## src/rtl/bus_wait_seq_pkg.sv

```systemverilog
package bus_wait_seq_pkg;
  localparam int PHASE_W = 3;

  typedef enum logic [PHASE_W-1:0] {
    PH_IDLE = 3'd0,
    PH_T1   = 3'd1,
    PH_T2   = 3'd2,
    PH_T3   = 3'd3,
    PH_TW   = 3'd4,
    PH_T4   = 3'd5
  } phase_e;
endpackage

```

## src/rtl/bws_setting_latch.sv

```systemverilog
module bws_setting_latch #(
  parameter int SEL_W = 3
) (
  input  logic             clk,
  input  logic             rst_n,
  input  logic             accept,
  input  logic [SEL_W-1:0] sel_in,
  input  logic             internal_in,
  input  logic             slow_in,
  output logic [SEL_W-1:0] sel_q,
  output logic             suppress_q
);
  // Captured only when a new access is taken; held for the whole cycle.
  always_ff @(posedge clk or negedge rst_n) begin
    if (!rst_n) begin
      sel_q      <= '0;
      suppress_q <= 1'b0;
    end else if (accept) begin
      sel_q      <= sel_in;
      suppress_q <= internal_in | slow_in;
    end
  end
endmodule

```

## src/rtl/bws_wait_calc.sv

```systemverilog
module bws_wait_calc #(
  parameter int SEL_W     = 3,
  parameter int WAIT_STEP = 2,
  parameter int CNT_W     = SEL_W + $clog2(WAIT_STEP) + 1
) (
  input  logic [SEL_W-1:0] sel,
  input  logic             suppress,
  output logic [CNT_W-1:0] need,
  output logic             need_zero
);
  localparam logic [CNT_W-1:0] STEP = CNT_W'(WAIT_STEP);

  always_comb begin
    if (suppress) need = '0;
    else          need = CNT_W'(sel) * STEP;
    need_zero = (need == '0);
  end
endmodule

```

## src/rtl/bws_wait_counter.sv

```systemverilog
module bws_wait_counter #(
  parameter int CNT_W = 5
) (
  input  logic             clk,
  input  logic             rst_n,
  input  logic             load,
  input  logic             dec,
  input  logic [CNT_W-1:0] need,
  output logic             last
);
  logic [CNT_W-1:0] rem_q;

  // rem_q holds the wait ticks still to come after the current one.
  always_ff @(posedge clk or negedge rst_n) begin
    if (!rst_n) begin
      rem_q <= '0;
    end else if (load) begin
      rem_q <= (need == '0) ? '0 : need - CNT_W'(1);
    end else if (dec && rem_q != '0) begin
      rem_q <= rem_q - CNT_W'(1);
    end
  end

  assign last = (rem_q == '0);
endmodule

```

## src/rtl/bws_phase_fsm.sv

```systemverilog
module bws_phase_fsm
  import bus_wait_seq_pkg::*;
(
  input  logic   clk,
  input  logic   rst_n,
  input  logic   start,
  input  logic   need_zero,
  input  logic   wait_last,
  output phase_e phase,
  output logic   accept
);
  phase_e nxt;

  assign accept = (phase == PH_IDLE) && start;

  always_comb begin
    nxt = phase;
    unique case (phase)
      PH_IDLE: if (start) nxt = PH_T1;
      PH_T1:   nxt = PH_T2;
      PH_T2:   nxt = PH_T3;
      PH_T3:   nxt = need_zero ? PH_T4 : PH_TW;
      PH_TW:   if (wait_last) nxt = PH_T4;
      PH_T4:   nxt = PH_IDLE;
      default: nxt = PH_IDLE;
    endcase
  end

  always_ff @(posedge clk or negedge rst_n) begin
    if (!rst_n) phase <= PH_IDLE;
    else        phase <= nxt;
  end
endmodule

```

## src/rtl/bus_wait_seq.sv

```systemverilog
module bus_wait_seq
  import bus_wait_seq_pkg::*;
#(
  parameter int SEL_W     = 3,
  parameter int WAIT_STEP = 2
) (
  input  logic             clk,
  input  logic             rst_n,
  input  logic [SEL_W-1:0] wait_sel,
  input  logic             start,
  input  logic             tgt_internal,
  input  logic             slow_osc,
  output logic [2:0]       bus_state,
  output logic             wait_active,
  output logic             cycle_done
);
  localparam int CNT_W = SEL_W + $clog2(WAIT_STEP) + 1;

  phase_e           phase;
  logic             accept;
  logic [SEL_W-1:0] sel_q;
  logic             suppress_q;
  logic [CNT_W-1:0] need;
  logic             need_zero;
  logic             wait_last;

  bws_setting_latch #(.SEL_W(SEL_W)) u_latch (
    .clk(clk), .rst_n(rst_n), .accept(accept),
    .sel_in(wait_sel), .internal_in(tgt_internal), .slow_in(slow_osc),
    .sel_q(sel_q), .suppress_q(suppress_q)
  );

  bws_wait_calc #(.SEL_W(SEL_W), .WAIT_STEP(WAIT_STEP), .CNT_W(CNT_W)) u_calc (
    .sel(sel_q), .suppress(suppress_q), .need(need), .need_zero(need_zero)
  );

  bws_wait_counter #(.CNT_W(CNT_W)) u_cnt (
    .clk(clk), .rst_n(rst_n),
    .load(phase == PH_T3), .dec(phase == PH_TW),
    .need(need), .last(wait_last)
  );

  bws_phase_fsm u_fsm (
    .clk(clk), .rst_n(rst_n), .start(start),
    .need_zero(need_zero), .wait_last(wait_last),
    .phase(phase), .accept(accept)
  );

  assign bus_state   = phase;
  assign wait_active = (phase == PH_TW);
  assign cycle_done  = (phase == PH_T4);
endmodule

```

## config.mk

```make
export PLATFORM = sky130hd
export DESIGN_NAME = bus_wait_seq
export DESIGN_NICKNAME = d
export VERILOG_FILES = /design/src/rtl/bus_wait_seq_pkg.sv /design/src/rtl/bws_setting_latch.sv /design/src/rtl/bws_wait_calc.sv /design/src/rtl/bws_wait_counter.sv /design/src/rtl/bws_phase_fsm.sv /design/src/rtl/bus_wait_seq.sv
export SDC_FILE = /design/constraint.sdc
export NUM_CORES = 1
export LEC_CHECK = 0
export BUFFER_PORTS_ARGS = -buffer_cell sky130_fd_sc_hd__buf_2
export CAP_MARGIN = 20
export CORE_MARGIN = 1
export CORE_UTILIZATION = 57
export CTS_CLUSTER_SIZE = 25
export DETAILED_ROUTE_END_ITERATION = 12
export PLACE_DENSITY = 0.8
export RECOVER_POWER = 100
export SYNTH_ARGS = -nofsm -noshare
export SYNTH_HDL_FRONTEND = slang
export SYNTH_HIERARCHICAL = 1
export SYNTH_SLANG_ARGS = --single-unit
```

## constraint.sdc

```tcl
create_clock -name clk -period 3.6 [get_ports clk]
set_input_delay 0.72 -clock clk [delete_from_list [all_inputs] [get_ports clk]]
set_output_delay 0.72 -clock clk [all_outputs]
set_load 0.02 [all_outputs]
```

=== After elaboration in Yosys (flattened, before gate mapping) ===
Index checks and enable logic that the tools add are counted.

* Memories: 0
* Bits of input ports: 8
* Memory bits (read-only): 0
* Logic and storage cells: 30
* Latch bits: 0
* Register bits after elaboration: 12
* RAM bits: 0

* Shift operators: 0
* Add/subtract/negate cells: 2
* Div/mod/pow operators: 0
* Multiply operators: 0
* Equality and inequality tests: 7
* Muxes and demuxes: 8
* Reductions and logical operators: 8
* Magnitude comparators: 0
* Bitwise operators: 1

{| class="wikitable"
|+ Operators by type and width
! kind !! count
|-
| $mux W5 || 3
|-
| $pmux W3 S5 || 1
|-
| $logic_not A5 Y1 || 2
|-
| $eq A3 B2 Y1 const B || 2
|-
| $eq A3 B3 Y1 const B || 2
|-
| $mux W3 || 2
|-
| $reduce_bool A5 Y1 || 1
|-
| $sub A4 B1 Y5 const B || 1
|-
| $sub A5 B1 Y5 const B || 1
|-
| $mux W4 || 1
|-
| $ne A2 B2 Y1 const B || 2
|-
| $eq A3 B1 Y1 const B || 1
|-
| $logic_not A3 Y1 || 1
|-
| $logic_and A1 B1 Y1 || 2
|-
| $reduce_and A2 Y1 || 1
|-
| $reduce_bool A2 Y1 || 1
|-
| $mux W1 || 1
|-
| $or A1 B1 Y1 || 1
|}

=== Logic depth before layout (Yosys ltp) ===
* Word-level depth: 4
* Gate-level depth with buffers: 6
* Mapped depth without buffers: 6

=== By module ===
Netlist, hierarchy kept.

{| class="wikitable"
|+ Modules (own cells, without submodules)
! module !! instances !! area each (um2) !! cells an instance !! sequential area each (um2)
|-
| bws_wait_counter || 1 || 366.6 || 39 || 125.1
|-
| bws_phase_fsm || 1 || 151.4 || 13 || 75.1
|-
| bws_setting_latch || 1 || 146.4 || 10 || 100.1
|-
| bws_wait_calc || 1 || 48.8 || 8 || 0.0
|-
| bus_wait_seq || 1 || 31.3 || 3 || 0.0
|}

=== Worst setup path after synthesis ===
OpenSTA, ideal clock, no wires.

* Path kind: flip-flop to flip-flop
* Start point: register u_fsm.phase[2]
* End point: register u_cnt.rem_q[3]
* Required time: 3.499 ns
* Setup time: 0.101 ns
* Setup slack: 1.756 ns
* Arrival time: 1.743 ns
* Buffers on the path: 0
* Cell stages (with the launch flop): 5
* Cells stage by stage: dfrtp_1 nor3b_2 nor4b_1 xnor2_1 o32ai_1

* Longest elaborated chain between the ends: 3
* Elaborated cells between the ends (all ways): 5

{| class="wikitable"
|+ Ends and longest elaborated chain
! what !! RTL line !! RTL
|-
| from (decl) || bws_phase_fsm.sv:9 || <nowiki>output phase_e phase,</nowiki>
|-
| from (signal assigned) || bws_phase_fsm.sv:31 || <nowiki>else phase <= nxt;</nowiki>
|-
| $eq A3 B3 Y1 || - ||
|-
| via wait_active || bus_wait_seq.sv:14 || <nowiki>output logic wait_active,</nowiki>
|-
| $logic_and A1 B1 Y1 || bws_wait_counter.sv:19 || <nowiki>end else if (dec && rem_q != '0) begin</nowiki>
|-
| $reduce_bool A2 Y1 (no source line) || - ||
|-
| to (signal assigned) || bws_wait_counter.sv:18 || <nowiki>rem_q <= (need == '0) ? '0 : need - CNT_W'(1);</nowiki>
|-
| to (signal assigned) || bws_wait_counter.sv:20 || <nowiki>rem_q <= rem_q - CNT_W'(1);</nowiki>
|-
| to (decl) || bws_wait_counter.sv:11 || <nowiki>logic [CNT_W-1:0] rem_q;</nowiki>
|}

The timed path passes the listed nets, and every way through them passes these cells.
A chain may end at the register's enable or synchronous reset.

=== Worst setup path after layout ===
* Start point: register u_fsm.phase[0]
* End point: output wait_active

* Longest elaborated chain between the ends: 1

{| class="wikitable"
|+ Ends and longest elaborated chain
! what !! RTL line !! RTL
|-
| $eq A3 B3 Y1 || bus_wait_seq.sv:50 || <nowiki>assign wait_active = (phase == PH_TW);</nowiki>
|-
| to (decl) || bus_wait_seq.sv:14 ||
|}

Every way passes these cells.

==> impl_metrics.ini <==
[timing]
setup_viol = 0
tns_ns = 0
rsz0062_at_grt = false
max_freq_mhz = 387
finalClockSkew_ns = 0.00220
min_period_over_period_pct = 71.8
timing.hold.ws_ns = 0.453
finalMaxSlewViolations = 0
worstMarginPinSlew_ns = 0.913
relSlewSlack_pct = 39.0
finalHoldViolCount = 0
fin_crit_ns = 2.59

[yosys]
netlist_area_um2 = 744
synth.avg_cell_area_um2 = 10.2
synth_top_area_share_pct = 40.3
synth_edf_count = 0
netlist_instances = 73
ys_async_sr_fraction_pct = 100
synth_area_leaders = dfrtp_1, mux2_2, xnor2_1
synth.distinct_cells = 38
yosys_register_bits = 12
synth_ff_type = dfrtp_1
seq_area_frac_synth_pct = 40.3
synth_top_area_cell = dfrtp_1
yosys_warnings = 6

[clocking]
htree_levels = 1
cts.path.max_buffers = 2
tritoncts = done
cts_root_buf = clkbuf_4
postCtsResizedCells = 0
clock-sinks = 12
cts_hold_buf = 0
clk_pin_slew_ns = 0.07
insertion_delay_ns = 0.27
postCtsSetupRepairBufs = 0
cts_buffers = 3

[status]
status = finished, final reports clean

[detailed_routing]
via_per_inst = 5.91
drtIter0Drc = 8
finalWirelength_um = 1500
dr.pass1.iters = 4
drc = 0
ant_nets = 0
vias = 591
post_drt_wl_per_cell_um = 15.0

[critical_path]
critPathArrivalTime_ns = 1.87
path_buf_inv = 1
cp_slowest_stage_delay_ns = 0.80
worst-r2r-cell-count = 4
r2r_start = u_fsm/phase[0]
required_ns = 2.88
start_kind = flip-flop
path_delay_family = simple AND/OR/NAND/NOR gates
worstPathMaxFanout = 11
rrSetupSlack_ns = 1.47
r2r_end = u_cnt/rem_q[3]
worstSetupEndpointType = output pin
crit_chain = nor3b_1 > clkbuf_1
cp_slowest_cell = nor3b_1
path_class = reg -> out

[cells_and_area]
diodes = 0
post-route-util_pct = 69.9
final_cells = 100
final_net_count = 98
drive_gt1_share_pct = 16.3
syn2layout_area_growth_pct = 8.57

[power]
leakagePower_nw = 0.340
power_density_mw_per_mm2 = 820
peakVddDrop_v = 0.000406
power_mw = 0.663

[die]
core_area_mm2 = 0.00116
num_rows = 12
io-pin-count = 13
initial_utilization_pct = 64.4
fp.dieH_um = 38.1
dieArea_mm2 = 0.00145
die_w_um = 38.1

[place]
dpl.hpwl_um = 1110
portBuffers = 12
placed_cells = 97
gp_congestion = 0.735

[global_routing]
grt_pass1_vias = 537
grt_max_degree = 13
grtUsageTotal_pct = 24.4
grt_pass1_wl_um = 2340
antenna_found_initial = 0
grt_remaining_overflow = 0

[run]
max-cap-violations = 0

[worst_hold_path]
hold_path.class = in -> async
-- power breakdown --
group	leakage, nW	internal (mW)	total [mW]	switching, mW
Combinational	0.181	0.146	0.302	0.156
Clock	0.0138	0.0388	0.0834	0.0446
Sequential	0.145	0.199	0.278	0.0795
-- cells in the mapped netlist (2+ instances only) --
cell type  instances
buf_4              2
nor4b_1            2
o21ai_0            2
nand2_1            2
ha_1               2
a21oi_1            2
nor2b_1            3
nor2_1             5
inv_1              5
a211o_1            2
xnor2_1            3
mux2_2             3
nand2b_1           2
dfrtp_1           12
nor3_1             3
-- through the flow --
step	worst slack, ns	instance area, µm²
after detailed placement	1.54	807
final	1.01	808
after global routing	0.921	808
after global placement	1.59	807
after CTS	1.36	830
after floorplan	1.76	748
-- metal layers --
metal | up-vias | track usage [%] | routed length (µm)
met1 | 286 | 30.0 | 722
met3 | 4 | 5.23 | 38
met4 | 0 | 13.4 | 25
met5 | - | 0 | 0
met2 | 11 | 39.4 | 715
li1 | 290 | - | -
-- registers in the layout (all words and copies together) (netlist names) --
signal              count
u_cnt/rem_q             5
u_fsm/phase             3
u_latch/sel_q           3
u_latch/suppress_q      1
-- cells in the final DEF, fill, tap and decap left out, types with 3 or more instances in the layout --
cell,n
xnor2_1,3
nor3_1,3
dfrtp_1,12
clkbuf_4,3
clkbuf_1,6
nor2_1,5
nor2b_1,3
buf_2,6
inv_1,5
-- cell type report --
type	count	area (µm²)
multi-input cells	53	388
flip-flops and latches	12	300
inverters	6	27.5
well taps	14	17.5
repair buffers	12	52.6
clock buffers	3	22.5
fillers	86	348
-- worst max-delay path by stage --
stage	slack (ns)	start	endpoint	cells past startpoint
after floorplan	1.76	u_fsm/phase[2]	u_cnt/rem_q[3]	4
after global placement	1.59	start	u_latch/sel_q[1]	3
after detailed placement	1.54	start	u_latch/sel_q[1]	3
after CTS	1.36	u_fsm/phase[0]	wait_active	2
after global routing	0.92	u_fsm/phase[0]	wait_active	2
final	1.01	u_fsm/phase[0]	wait_active	2
-- cells by family (layout without fill, tap and decap cells) --
kind of cell,count (synthesis),count (layout),synth area share (%)
other,1,2,0.504
buffers and inverters,9,21,6.22
XOR/XNOR,3,3,3.53
multiplexers,3,3,4.54
flip-flops,12,12,40.3
AND/OR/NAND/NOR,28,28,25.9
adder cells (fa/ha/maj),2,2,3.36
AO/OA/AOI/OAI,15,15,15.6
No activity file was read; power rests on OpenSTA's default activity.
